--- config.mk ---
export PLATFORM = sky130hd
export DESIGN_NAME = bargraph_led_drv
export DESIGN_NICKNAME = d
export VERILOG_FILES = /design/src/rtl/bargraph_pkg.sv /design/src/rtl/bargraph_level.sv /design/src/rtl/bargraph_mux_timer.sv /design/src/rtl/bargraph_disp_ctl.sv /design/src/rtl/bargraph_led_drv.sv
export SDC_FILE = /design/constraint.sdc
export NUM_CORES = 1
export LEC_CHECK = 0
export ABC_AREA = 1
export BUFFER_PORTS_ARGS = -buffer_cell sky130_fd_sc_hd__clkbuf_2
export CAP_MARGIN = 20
export CORE_ASPECT_RATIO = 0.9
export CORE_UTILIZATION = 30
export CTS_CLUSTER_SIZE = 25
export DETAILED_ROUTE_END_ITERATION = 8
export GPL_ROUTABILITY_DRIVEN = 0
export SYNTH_ARGS = -nofsm -noshare
export SYNTH_HDL_FRONTEND = slang
export SYNTH_HIERARCHICAL = 1
export SYNTH_SLANG_ARGS = --single-unit
--- constraint.sdc ---
create_clock -name clk -period 7.7 [get_ports clk]
set_input_delay 0 -clock clk [delete_from_list [all_inputs] [get_ports clk]]
set_output_delay 0 -clock clk [all_outputs]
set_load 0.05 [all_outputs]
--- src/rtl/bargraph_pkg.sv ---
package bargraph_pkg;
  typedef enum logic [1:0] {
    DM_SHOW  = 2'b00,
    DM_CHG   = 2'b01,
    DM_OFF   = 2'b10,
    DM_OFF_X = 2'b11
  } disp_mode_e;

  localparam int NUM_SEG = 5;
  localparam logic [NUM_SEG-1:0] BANK_A_MASK = 5'b10101;
  localparam logic [NUM_SEG-1:0] BANK_B_MASK = 5'b01010;
endpackage

--- src/rtl/bargraph_level.sv ---
module bargraph_level #(
  parameter int CAP_W = 16
) (
  input  logic [CAP_W-1:0] cap,
  input  logic [CAP_W-1:0] full_ref,
  output logic [2:0]       lit_cnt,
  output logic [4:0]       lit_mask
);
  localparam int EW = CAP_W + 3;

  function automatic logic [2:0] level_of(input logic [CAP_W-1:0] c,
                                          input logic [CAP_W-1:0] r);
    logic [EW-1:0] c5;
    logic [EW-1:0] thr;
    logic [2:0]    n;
    n  = 3'd0;
    c5 = EW'(c) * EW'(5);
    if (r != '0) begin
      for (int k = 1; k <= 5; k++) begin
        thr = EW'(r) * EW'(k);
        if (c5 >= thr) n = n + 3'd1;
      end
    end
    return n;
  endfunction

  always_comb begin
    lit_cnt = level_of(cap, full_ref);
    for (int i = 0; i < 5; i++) lit_mask[i] = (lit_cnt > 3'(i));
  end
endmodule

--- src/rtl/bargraph_mux_timer.sv ---
module bargraph_mux_timer #(
  parameter int FRAME_TICKS = 10,
  parameter int ON_TICKS    = 3,
  parameter int BLINK_HALF  = 125
) (
  input  logic clk,
  input  logic rst_n,
  input  logic tick,
  output logic win_a,
  output logic win_b,
  output logic blink_on
);
  localparam int HALF = FRAME_TICKS / 2;
  localparam int PW   = (FRAME_TICKS > 1) ? $clog2(FRAME_TICKS) : 1;
  localparam int BW   = (BLINK_HALF > 1) ? $clog2(BLINK_HALF) : 1;

  logic [PW-1:0] phase;
  logic [BW-1:0] blink_cnt;
  logic          blink_wrap;

  assign blink_wrap = (blink_cnt == BW'(BLINK_HALF - 1));

  always_ff @(posedge clk or negedge rst_n) begin
    if (!rst_n) begin
      phase     <= '0;
      blink_cnt <= '0;
      blink_on  <= 1'b1;
    end else if (tick) begin
      phase     <= (phase == PW'(FRAME_TICKS - 1)) ? '0 : phase + 1'b1;
      blink_cnt <= blink_wrap ? '0 : blink_cnt + 1'b1;
      if (blink_wrap) blink_on <= ~blink_on;
    end
  end

  assign win_a = (phase < PW'(ON_TICKS));
  assign win_b = (phase >= PW'(HALF)) && (phase < PW'(HALF + ON_TICKS));

  AST_BLINK_HOLD: assert property (@(posedge clk) disable iff (!rst_n)
    !(tick && blink_wrap) |=> $stable(blink_on));
  AST_BLINK_FLIP: assert property (@(posedge clk) disable iff (!rst_n)
    (tick && blink_wrap) |=> (blink_on != $past(blink_on)));
endmodule

--- src/rtl/bargraph_disp_ctl.sv ---
module bargraph_disp_ctl
  import bargraph_pkg::*;
#(
  parameter int SHOW_TICKS = 4000
) (
  input  logic       clk,
  input  logic       rst_n,
  input  logic       tick,
  input  logic [1:0] disp_mode,
  input  logic       chg_active,
  output logic       disp_on,
  output logic       show_start
);
  localparam int TW = $clog2(SHOW_TICKS + 1);

  logic [1:0]    prev_mode;
  logic [TW-1:0] show_left;
  logic          forced_off;

  assign forced_off = disp_mode[1];
  assign show_start = (disp_mode == DM_SHOW) && (prev_mode != DM_SHOW);

  always_ff @(posedge clk or negedge rst_n) begin
    if (!rst_n) begin
      prev_mode <= DM_SHOW;
      show_left <= '0;
    end else begin
      prev_mode <= disp_mode;
      if (forced_off)                    show_left <= '0;
      else if (show_start)               show_left <= TW'(SHOW_TICKS);
      else if (tick && show_left != '0)  show_left <= show_left - 1'b1;
    end
  end

  assign disp_on = !forced_off &&
                   ((show_left != '0) || (disp_mode == DM_CHG && chg_active));

  AST_SHOW_LOAD: assert property (@(posedge clk) disable iff (!rst_n)
    show_start |=> (show_left == TW'(SHOW_TICKS)));
  AST_OFF_CLEARS: assert property (@(posedge clk) disable iff (!rst_n)
    forced_off |=> (show_left == '0));
endmodule

--- src/rtl/bargraph_led_drv.sv ---
module bargraph_led_drv
  import bargraph_pkg::*;
#(
  parameter int CAP_W       = 16,
  parameter int FRAME_TICKS = 10,
  parameter int ON_TICKS    = 3,
  parameter int BLINK_HALF  = 125,
  parameter int SHOW_TICKS  = 4000
) (
  input  logic             clk,
  input  logic             rst_n,
  input  logic             tick,
  input  logic [CAP_W-1:0] cap,
  input  logic [CAP_W-1:0] full_ref,
  input  logic             chg_active,
  input  logic             warn_low,
  input  logic             warn_empty,
  input  logic [1:0]       disp_mode,
  output logic [4:0]       seg_en,
  output logic             com_en
);
  logic [2:0] lit_cnt;
  logic [4:0] lit_mask;
  logic       win_a, win_b, blink_on;
  logic       disp_on, show_start;

  bargraph_level #(.CAP_W(CAP_W)) u_level (
    .cap(cap), .full_ref(full_ref), .lit_cnt(lit_cnt), .lit_mask(lit_mask)
  );

  bargraph_mux_timer #(
    .FRAME_TICKS(FRAME_TICKS), .ON_TICKS(ON_TICKS), .BLINK_HALF(BLINK_HALF)
  ) u_mux (
    .clk(clk), .rst_n(rst_n), .tick(tick),
    .win_a(win_a), .win_b(win_b), .blink_on(blink_on)
  );

  bargraph_disp_ctl #(.SHOW_TICKS(SHOW_TICKS)) u_ctl (
    .clk(clk), .rst_n(rst_n), .tick(tick), .disp_mode(disp_mode),
    .chg_active(chg_active), .disp_on(disp_on), .show_start(show_start)
  );

  assign com_en = disp_on && (win_a || win_b);

  for (genvar i = 0; i < NUM_SEG; i++) begin : g_seg
    logic bank_win;
    logic gate;
    if (BANK_A_MASK[i]) begin : g_a
      assign bank_win = win_a;
    end else begin : g_b
      assign bank_win = win_b;
    end
    if (i == 0) begin : g_blink
      assign gate = !warn_low || blink_on;
    end else begin : g_plain
      assign gate = 1'b1;
    end
    assign seg_en[i] = disp_on && bank_win && lit_mask[i] && gate && !warn_empty;
  end

  AST_BANK_EXCL: assert property (@(posedge clk) disable iff (!rst_n)
    !(|(seg_en & BANK_A_MASK) && |(seg_en & BANK_B_MASK)));
  AST_SEG_NEEDS_COM: assert property (@(posedge clk) disable iff (!rst_n)
    (seg_en != '0) |-> com_en);
  AST_EMPTY_BLANK: assert property (@(posedge clk) disable iff (!rst_n)
    warn_empty |-> (seg_en == '0));
  AST_COM_OFF: assert property (@(posedge clk) disable iff (!rst_n)
    !disp_on |-> (!com_en && seg_en == '0));
  AST_LEVEL_RANGE: assert property (@(posedge clk) disable iff (!rst_n)
    (lit_cnt <= 3'd5) && ($countones(seg_en) <= 3));
  AST_ZERO_REF: assert property (@(posedge clk) disable iff (!rst_n)
    (full_ref == '0) |-> (seg_en == '0));
endmodule

==> summary.md, run 1 <==
| Metric | Value |
|---|---|
| Actual slew at the worst max-slew pin | 0.689 ns |
| Clock skew | 0.00326 ns |
| Die boundary width | 156 um |
| Pwr Density | 198 mW/mm2 |
| WL per Instance | 11.7 um |
| Cell mode on critical path | ha_1 |
| CTS tree | done |
| Mapped Avg Cell Area | 7.18 um2 |
| Dpl cell area | 0.00693 mm2 |
| Sink Count | 26 |
| Clock latency on the worst-skew pair | 0.26 ns |
| H-tree depth | 1 |
| Design Area, Final | 0.00704 mm2 |
| RSZ-0062 raised after global routing | no |
| Critical path class | in -> out |
| Max Freq | 191 MHz |
| Delay-heaviest family, CP | adder cells |
| Core Rows | 50 |
| HP Class | in -> reg |
| Clk Tree Root Cell | clkbuf_16 |
| GR Util All Layers | 13.9% |
| Switching power | 735 uW |
| CTS Buf Count | 3 |
| Antenna diode count | 0 |
| Total grt overflow | 0 |
| Clock buffer depth | 2 |
| Pleak | 0.00384 uW |
| Switching share of power | 52.8% |
| DR vias | 5750 |
| Gate power share | 74.0% |
| Crit share post-route | 67.9% |
| # nets final | 1151 |
| Die area | 0.0218 mm2 |
| Initial Utilization | 30.6% |
| Post-Syn Area | 0.00638 mm2 |
| Internal | 658 uW |
| Placed Cells | 1216 |
| Non-filler instance count after layout | 1222 |
| Critical path required time | 7.70 ns |
| Clk pwr share | 9.3% |
| Tmin final | 5.23 ns |
| Worst VDD drop | 0.000104 V |
| Final Hold Fails | 0 |
| Post-placement worst setup slack | 2.44 ns |
| Starting DRT DRC Count | 184 |
| First-pass GRT wire length | 25.4 mm |
| DR pass1 iterations | 5 |
| Number of global-route vias before repair | 5535 |
| Slew Limit Fails | 0 |
| I/O pins | 46 |
| I/O Buffers | 45 |
| Dpl hpwl | 12.6 mm |
| Type of origin of the critical path | input port |
| Setup TNS | 0 ns |
| Yosys warns | 6 |
| Clock transition at the registers of the reported paths | 0.07 ns |
| MaxCap Viol Count | 0 |
| Outcome | finished clean |
| Worst path bufs/invs | 7 |
| Post-route DRC | 0 |
| Detailed Route WL | 14.3 mm |
| Sequential power share | 16.8% |
| Largest net degree at the start of global routing | 27 |
| Via density | 4.71 |
| Antenna viol nets, final | 0 |
| Setup WS post-layout | 2.47 ns |
| Share of cells above drive strength 1 | 11.4% |
| Setup violators final | 0 |
| Syn Nets | 1102 |
| Slowest cell on the critical path | xor2_1 |
| Max_slew headroom | 54.1% |
| Die Height | 140 um |
| Core Box Area | 0.0208 mm2 |
| WP data arrival | 5.23 ns |
| Crit Path Max Fanout | 5 |
| Initial antenna violation count | 0 |
| Max incr delay on CP | 0.46 ns |
| Crit end category | output port |
| Mapped Cells | 888 |
| Area delta synth->final | 10.4% |
==> sequential cells by signal, summed over array words and instances (netlist names) <==
register,flops
u_ctl/show_left,12
u_mux/blink_cnt,7
u_mux/phase,4
u_ctl/prev_mode,2
u_mux/blink_on,1
==> power by group through the flow <==
| stage | sequential [uW] | combinational, uW | clock (uW) |
|---|---|---|---|
| 2_1_floorplan | 223 | 825 | 0 |
| 3_3_place_gp | 235 | 1010 | 0 |
| 3_5_place_dp | 235 | 1030 | 0 |
| 4_1_cts | 234 | 1040 | 134 |
| 5_1_grt | 242 | 1200 | 139 |
| 6_report | 234 | 1030 | 129 |
==> final timing paths <==
check / startpoint / end / slack [ns] / depth (start not counted)
min in group asynchronous: rst_n / u_ctl/show_left[4] / 0.31 / 2
worst min register to register: u_mux/blink_on / u_mux/blink_on / 0.48 / 2
worst min-delay path: disp_mode[1] / u_ctl/prev_mode[1] / 0.06 / 1
max in group asynchronous: rst_n / u_ctl/show_left[2] / 6.95 / 2
worst max-delay path: cap[1] / seg_en[2] / 2.47 / 32
worst max register to register: u_ctl/show_left[0] / u_ctl/show_left[5] / 6.09 / 9
==> layer usage <==
layer / wire [um] / part of all wire, % / vias up / track usage (%)
met5: 0 / 0 / - / 0
met4: 95 / 0.66 / 0 / 1.29
met3: 280 / 2.0 / 8 / 0.897
met1: 7840 / 55 / 2571 / 20.4
met2: 6120 / 43 / 73 / 22.8
li1: - / - / 3098 / -
==> cell type report <==
type                       instances  area [um2]
tap                              286         358
sequential                        26         652
inverter                         126         480
timing repair buffer              47         245
fill                            2232       13800
clock buffer                       4        88.8
multi-input combinational        733        5210
==> repair_timing <==
action	in CTS	in global routing
hold buffers	2	0
hold endpoints to repair	26	0
setup buffers	0	0
resized for setup	0	0
==> cell usage in the layout, fill, tap and decap left out, types with 2 or more instances in the layout <==
cell             n
nand3_4          2
o21ai_4          2
xnor2_1         13
o21ai_0         29
a21oi_1         71
nand3_1         50
inv_2            2
dlygate4sd3_1    2
nand2_4          2
nor2_4           3
a21oi_2          4
nand3b_1         5
o21a_1           5
nor2_2           8
o21ai_2          9
clkbuf_16        3
o21ai_1          3
clkbuf_2        45
o21bai_1         7
nand2_1        181
nor2_1          61
a31oi_1          5
inv_1          122
nand3_2          7
xor2_1          29
nand4_1         14
nor3_1          11
dfrtp_1         25
fa_1             3
a211oi_1         4
nor4_1           6
nand2_2         10
a21o_1           6
ha_1           171
==> per-stage QoR <==
| step | power [uW] | hold WS, ns | utilization, % |
|---|---|---|---|
| after floorplan | 1050 | -0.296 | - |
| after global placement | 1250 | 0.0737 | 33.3 |
| after detailed placement | 1270 | 0.0868 | 33.3 |
| after CTS | 1410 | 0.0548 | 33.8 |
| after global routing | 1580 | 0.0549 | 33.8 |
| final | 1390 | 0.0554 | 33.8 |
No activity file was read; power rests on OpenSTA's default activity.
==> run 2: changes to the inputs <==
--- a/config.mk
+++ b/config.mk
@@ -5,7 +5,7 @@
 export SDC_FILE = /design/constraint.sdc
 export NUM_CORES = 1
 export LEC_CHECK = 0
-export ABC_AREA = 1
+export ABC_AREA = 0
 export BUFFER_PORTS_ARGS = -buffer_cell sky130_fd_sc_hd__clkbuf_2
 export CAP_MARGIN = 20
 export CORE_ASPECT_RATIO = 0.9
==> constraint.sdc (replaced) <==
create_clock -name clk -period 4.3 [get_ports clk]
set_input_delay 0 -clock clk [delete_from_list [all_inputs] [get_ports clk]]
set_output_delay 0 -clock clk [all_outputs]
set_load 0.05 [all_outputs]
==> run 2 against run 1 <==
  * The flow now finishes with violations (design-rule violations, negative setup slack)
  * Register-to-register slack worse by 3.7 ns
  * Synthesized area is 4.8% lower
  * Wire length is 8.7% higher
  * Critical path depth is 2 lower
  * Global-route usage is 1.5 points higher
  * Utilization is 9.2 points higher
  * Sequential share of layout area is 1.5 points lower
  * Largest cell class unchanged
  * Highest routed layer unchanged
==> summary.md, run 2 <==
| Metric | Value |
|---|---|
| HP Start | tick |
| Max_slew headroom | 55.2% |
| Setup WS post-layout | -0.990 ns |
| Dpl hpwl | 13.6 mm |
| DR vias | 5953 |
| Pleak | 0.00423 uW |
| Reg area | 652 um2 |
| Total grt overflow | 0 |
| Critical path class | in -> out |
| WL per Instance | 13.0 um |
| Type of origin of the critical path | input port |
| Clock skew | 0.00164 ns |
| Placed Cells | 1186 |
| Reg with most FFs | u_ctl/show_left |
| Worst VDD drop | 0.000162 V |
| Clock transition at the registers of the reported paths | 0.07 ns |
| Syn Nets | 938 |
| H-tree depth | 1 |
| GR Util All Layers | 15.4% |
| FILL cells | 1953 |
| Initial Utilization | 31.1% |
| Hold endpoint | u_mux/blink_cnt[0] |
| # nets final | 1166 |
| Cell mode on critical path | buf_4 |
| CTS tree | done |
| R2R Setup Slk | 2.41 ns |
| Share of cells above drive strength 1 | 30.9% |
| Detailed Route WL | 15.6 mm |
| Post-route DRC | 12 |
| Number of global-route vias before repair | 5777 |
| Post-placement worst setup slack | -1.15 ns |
| WP data arrival | 5.29 ns |
| CTS Buf Count | 3 |
| Slew Limit Fails | 0 |
| DR pass1 iterations | 6 |
| Crit Path Max Fanout | 5 |
| Hold-critical path depth | 2 |
| I/O Buffers | 45 |
| Final Hold Fails | 0 |
| HP Class | in -> reg |
| Core Box Area | 0.0195 mm2 |
| Slowest cell on the critical path | or4_1 |
| Clock buffer depth | 2 |
| I/O pins | 46 |
| Clk Tree Root Cell | clkbuf_16 |
| Initial antenna violation count | 0 |
| Area delta synth->final | 38.1% |
| Antenna viol nets, final | 0 |
| Yosys warns | 6 |
| Area of the multi-input gates | 0.00541 mm2 |
| First-pass GRT wire length | 26.8 mm |
| Antenna diode count | 0 |
| Most frequent cells in the layout | buf_4, ha_1, inv_1 |
| Crit end category | output port |
| Failing checks | design-rule violations, negative setup slack |
| Hold_ws | 0.168 ns |
| Pwr Density | 331 mW/mm2 |
| Sink Count | 26 |
| Max reg flops | 12 |
| Non-filler instance count after layout | 1201 |
| Critical path required time | 4.30 ns |
| Setup violators final | 5 |
| Die Height | 137 um |
| Leading cell type in the layout, fill and taps excluded | buf_4 |
| Outcome | finished with violations |
| RSZ-0062 raised after global routing | yes |
| Die boundary width | 152 um |
| Tmin final | 5.29 ns |
| RR Startpoint | u_ctl/show_left[0] |
| Mapped Avg Cell Area | 8.38 um2 |
| Clock latency on the worst-skew pair | 0.26 ns |
| Via density | 4.96 |
| Actual slew at the worst max-slew pin | 0.666 ns |
| MaxCap Viol Count | 0 |
| Die area | 0.0208 mm2 |
| Max Freq | 189 MHz |
| Mapped Cells | 724 |
| Starting DRT DRC Count | 182 |
| Worst reg2reg endpoint | u_ctl/show_left[5] |
| Biggest regs | u_ctl/show_left: 12 flops, u_mux/blink_cnt: 7 flops, u_mux/phase: 4 flops |
| Core Rows | 48 |
| Post-Syn Area | 0.00607 mm2 |
| Largest net degree at the start of global routing | 27 |
| Setup TNS | -4.68 ns |
| Worst Reg-to-Reg Cells | 6 |
| Crit share post-route | 123% |
| Max incr delay on CP | 0.53 ns |
==> run 2: cell types whose count changed in the layout (fill, tap and decap cells not counted), sizes merged, moves of 18 or more <==
cell   change
buf      +182
nand2    -153
inv       -68
nand3     -35
nor2      -22
a21oi     -20
nor2b     +18
==> run 2: cell type report <==
cell class                 count  share of cell area [%]
multi-input combinational    636                    64.6
timing repair buffer         226                    20.2
sequential                    26                    7.78
tap                          250                    3.73
inverter                      59                    2.67
clock buffer                   4                    1.06
==> run 2: how the worst max path moves through the flow <==
stage | startpoint | depth (start not counted) | to
global placement | cap[1] | 31 | seg_en[0]
CTS | cap[1] | 31 | seg_en[2]
detailed placement | cap[1] | 32 | seg_en[0]
floorplan | cap[3] | 29 | seg_en[2]
global route | cap[1] | 31 | seg_en[0]
finish | cap[3] | 30 | seg_en[0]
==> run 2: power breakdown <==
group	total, uW	switching (uW)	internal (uW)
clock network	226	83.5	142
registers	389	77.9	311
logic	2160	1070	1090
==> run 2: repair_timing <==
action / CTS / global route
buffers inserted: 9 / 1
hold buffers: 3 / 0
endpoints found under the setup margin: 5 / 5
hold endpoints to repair: 27 / 0
resized for setup: 30 / 14
pin swaps: 17 / 4
==> run 2: per-layer routing <==
metal	share of wire, %	track usage, %	vias to the layer above
met2	42	25.0	73
met3	2.1	0.918	6
li1	-	-	3154
met5	0	0	-
met4	0.60	1.47	0
met1	55	22.9	2720
==> run 2: worst max-delay path, delay by kind of cell <==
kind	cells	cell delay, ns
adders and majority gates	6	1.51
muxes	1	0.07
xor gates and xnor gates	2	0.31
and+or+nand+nor	5	1.05
buffers and inverters	8	0.94
AOI/OAI and AO/OA	8	1.41
==> run 2: metrics by stage <==
| step | total power [uW] | util, % | cell area (um2) |
|---|---|---|---|
| after detailed placement | 2360 | 40.8 | 7950 |
| after floorplan | 1670 | - | 6130 |
| after global placement | 2310 | 40.8 | 7950 |
| after CTS | 2700 | 42.6 | 8310 |
| final | 2770 | 42.9 | 8380 |
| after global routing | 3060 | 42.9 | 8380 |
==> run 3: changes to the inputs <==
--- a/config.mk
+++ b/config.mk
@@ -5,7 +5,7 @@
 export SDC_FILE = /design/constraint.sdc
 export NUM_CORES = 1
 export LEC_CHECK = 0
-export ABC_AREA = 0
+export ABC_AREA = 1
 export BUFFER_PORTS_ARGS = -buffer_cell sky130_fd_sc_hd__clkbuf_2
 export CAP_MARGIN = 20
 export CORE_ASPECT_RATIO = 0.9
==> constraint.sdc (replaced) <==
create_clock -name clk -period 4.3 [get_ports clk]
set_input_delay 0.215 -clock clk [delete_from_list [all_inputs] [get_ports clk]]
set_output_delay 0.215 -clock clk [all_outputs]
set_load 0.05 [all_outputs]
==> run 3 against run 2 <==
  * The flow finishes with violations (negative setup slack)
  * Sequential power grew 7.7%
  * Non-clock buffer count decreased by 20
  * First-iteration DRC count increased by 24%
  * Maximum frequency rose by 6.8%
  * Cell count rose by 15%
==> summary.md, run 3 (synthesized netlist as in run 1, its figures left out) <==
| Metric | Value |
|---|---|
| Gate power share | 78.0% |
| Antenna diode count | 0 |
| Biggest regs | u_ctl/show_left: 12 flops, u_mux/blink_cnt: 7 flops, u_mux/phase: 4 flops |
| Area delta synth->final | 37.1% |
| Max_slew headroom | 57.8% |
| Die area | 0.0218 mm2 |
| Setup violators final | 5 |
| DR vias | 6359 |
| Util after Layout | 42.0% |
| Final Hold Fails | 0 |
| Clock latency on the worst-skew pair | 0.26 ns |
| CTS tree | done |
| Most frequent cells in the layout | nand2_1, ha_1, buf_4 |
| Pleak | 0.00470 uW |
| Critical path required time | 4.09 ns |
| HP Class | in -> reg |
| Dpl hpwl | 14.2 mm |
| Switching power | 1550 uW |
| Pwr Density | 361 mW/mm2 |
| Core Rows | 50 |
| Outcome | finished with violations |
| WL per Instance | 11.9 um |
| M1 GR Usage | 23.0% |
| Failing checks | negative setup slack |
| Via density | 4.60 |
| Initial Utilization | 30.6% |
| Max incr delay on CP | 0.31 ns |
| Largest net degree at the start of global routing | 27 |
| Max Freq | 202 MHz |
| Leading cell type in the layout, fill and taps excluded | nand2_1 |
| Critical path class | in -> out |
| Clock transition at the registers of the reported paths | 0.07 ns |
| Total grt overflow | 0 |
| Die boundary width | 156 um |
| Dpl cell area | 0.00820 mm2 |
| Reg with most FFs | u_ctl/show_left |
| Slowest cell on the critical path | ha_1 |
| MaxCap Viol Count | 0 |
| Grt peak-use layer | met2 |
| CTS Buf Count | 3 |
| Sink Count | 26 |
| Crit share post-route | 115% |
| I/O pins | 46 |
| Grt met2 use | 26.3% |
| Share of cells above drive strength 1 | 30.0% |
| Max reg flops | 12 |
| Design Area, Final | 0.00874 mm2 |
| Crit end category | output port |
| Actual slew at the worst max-slew pin | 0.634 ns |
| Core Box Area | 0.0208 mm2 |
| GRT met3 Usage | 0.804% |
| Switching share of power | 49.2% |
| FILL cells | 2134 |
| GR Util All Layers | 15.8% |
| H-tree depth | 1 |
| Clk Tree Root Cell | clkbuf_16 |
| Initial antenna violation count | 0 |
| Number of global-route vias before repair | 6343 |
| WP data arrival | 4.74 ns |
| Type of origin of the critical path | input port |
| Starting DRT DRC Count | 226 |
| # nets final | 1310 |
| Internal | 1610 uW |
| Sequential power share | 13.2% |
| Antenna viol nets, final | 0 |
| Placed Cells | 1366 |
| Die Height | 140 um |
| Clock buffer depth | 2 |
| Non-filler instance count after layout | 1381 |
| Clk pwr share | 8.7% |
| First-pass GRT wire length | 28.8 mm |
| RSZ-0062 raised after global routing | yes |
| DR pass1 iterations | 5 |
| Post-route DRC | 0 |
| Tmin final | 4.95 ns |
| Detailed Route WL | 16.4 mm |
| I/O Buffers | 45 |
| Worst VDD drop | 0.000213 V |
| Slew Limit Fails | 0 |
| Clock skew | 0.00630 ns |
| Setup WS post-layout | -0.655 ns |
| Crit Path Max Fanout | 5 |
[run 3: cell types whose count changed in the layout (fill, tap and decap cells not counted), sizes merged, moves of 8 or more]
cell / previous run / this run
xnor2: 24 / 14
buf: 182 / 167
xor2: 21 / 29
mux2i: 8 / 0
nand3: 24 / 59
inv: 58 / 126
nand2b: 8 / 0
nor2: 51 / 73
a21o: 20 / 6
nor2b: 18 / 0
a21oi: 56 / 76
nand2: 41 / 194
[run 3: per-stage QoR]
step,setup WS [ns],setup TNS (ns),hold slack [ns],total power (uW)
after floorplan,-0.389,-1.75,-0.0806,1950
after global placement,-0.924,-4.37,0.277,2580
final,-0.655,-3.05,0.117,3160
after global routing,-0.989,-4.66,0.117,3510
after detailed placement,-0.993,-4.73,0.276,2630
after CTS,-0.757,-3.64,0.116,3070
[run 3: area by class of cell]
class | count | area, um2 | share of cell area [%]
multi-input combinational | 733 | 5640 | 64.4
timing repair buffer | 206 | 1510 | 17.3
sequential | 26 | 652 | 7.45
inverter | 126 | 480 | 5.49
tap | 286 | 358 | 4.09
clock buffer | 3 | 75.1 | 0.858
clock inverter | 1 | 30.0 | 0.343
[run 3: power by group through the flow]
stage	Sequential [uW]	Clock, uW	Combinational, uW
after floorplan	400	0	1550
after global placement	419	0	2160
after detailed placement	421	0	2210
after CTS	417	280	2370
after global routing	433	288	2790
final	419	276	2460
[run 3: path summary, 6_finish.rpt]
path	startpoint	endpoint	cells past startpoint	slack [ns]
worst max-delay path	cap[5]	seg_en[1]	33	-0.65
worst min-delay path	disp_mode[0]	u_ctl/prev_mode[0]	1	0.12
worst max register to register	u_ctl/show_left[0]	u_ctl/show_left[5]	9	2.71
worst min register to register	u_mux/blink_on	u_mux/blink_on	2	0.47
max in group asynchronous	rst_n	u_mux/blink_cnt[5]	2	3.38
min in group asynchronous	rst_n	u_ctl/show_left[7]	2	0.50
[run 3: repair_timing]
action	in CTS	in global routing
endpoints found under the hold margin	25	0
gates resized for setup	47	29
pin swaps	34	37
endpoints found under the setup margin	5	5
buffers inserted	5	5
gates cloned	0	0
hold buffers	1	0
[run 3: critical path: cells and delay by family]
kind	cells	cell delay [ns]
AOI/OAI and AO/OA	4	0.70
buffers and inverters	7	0.76
and+or+nand+nor	16	1.45
xor gates and xnor gates	1	0.31
adders and majority gates	5	1.31
[run 3: metal layers]
layer / part of all wire [%] / wire (um)
met3: 1.3 / 215
met1: 54 / 8790
met4: 0.50 / 82
met2: 45 / 7340
met5: 0 / 0
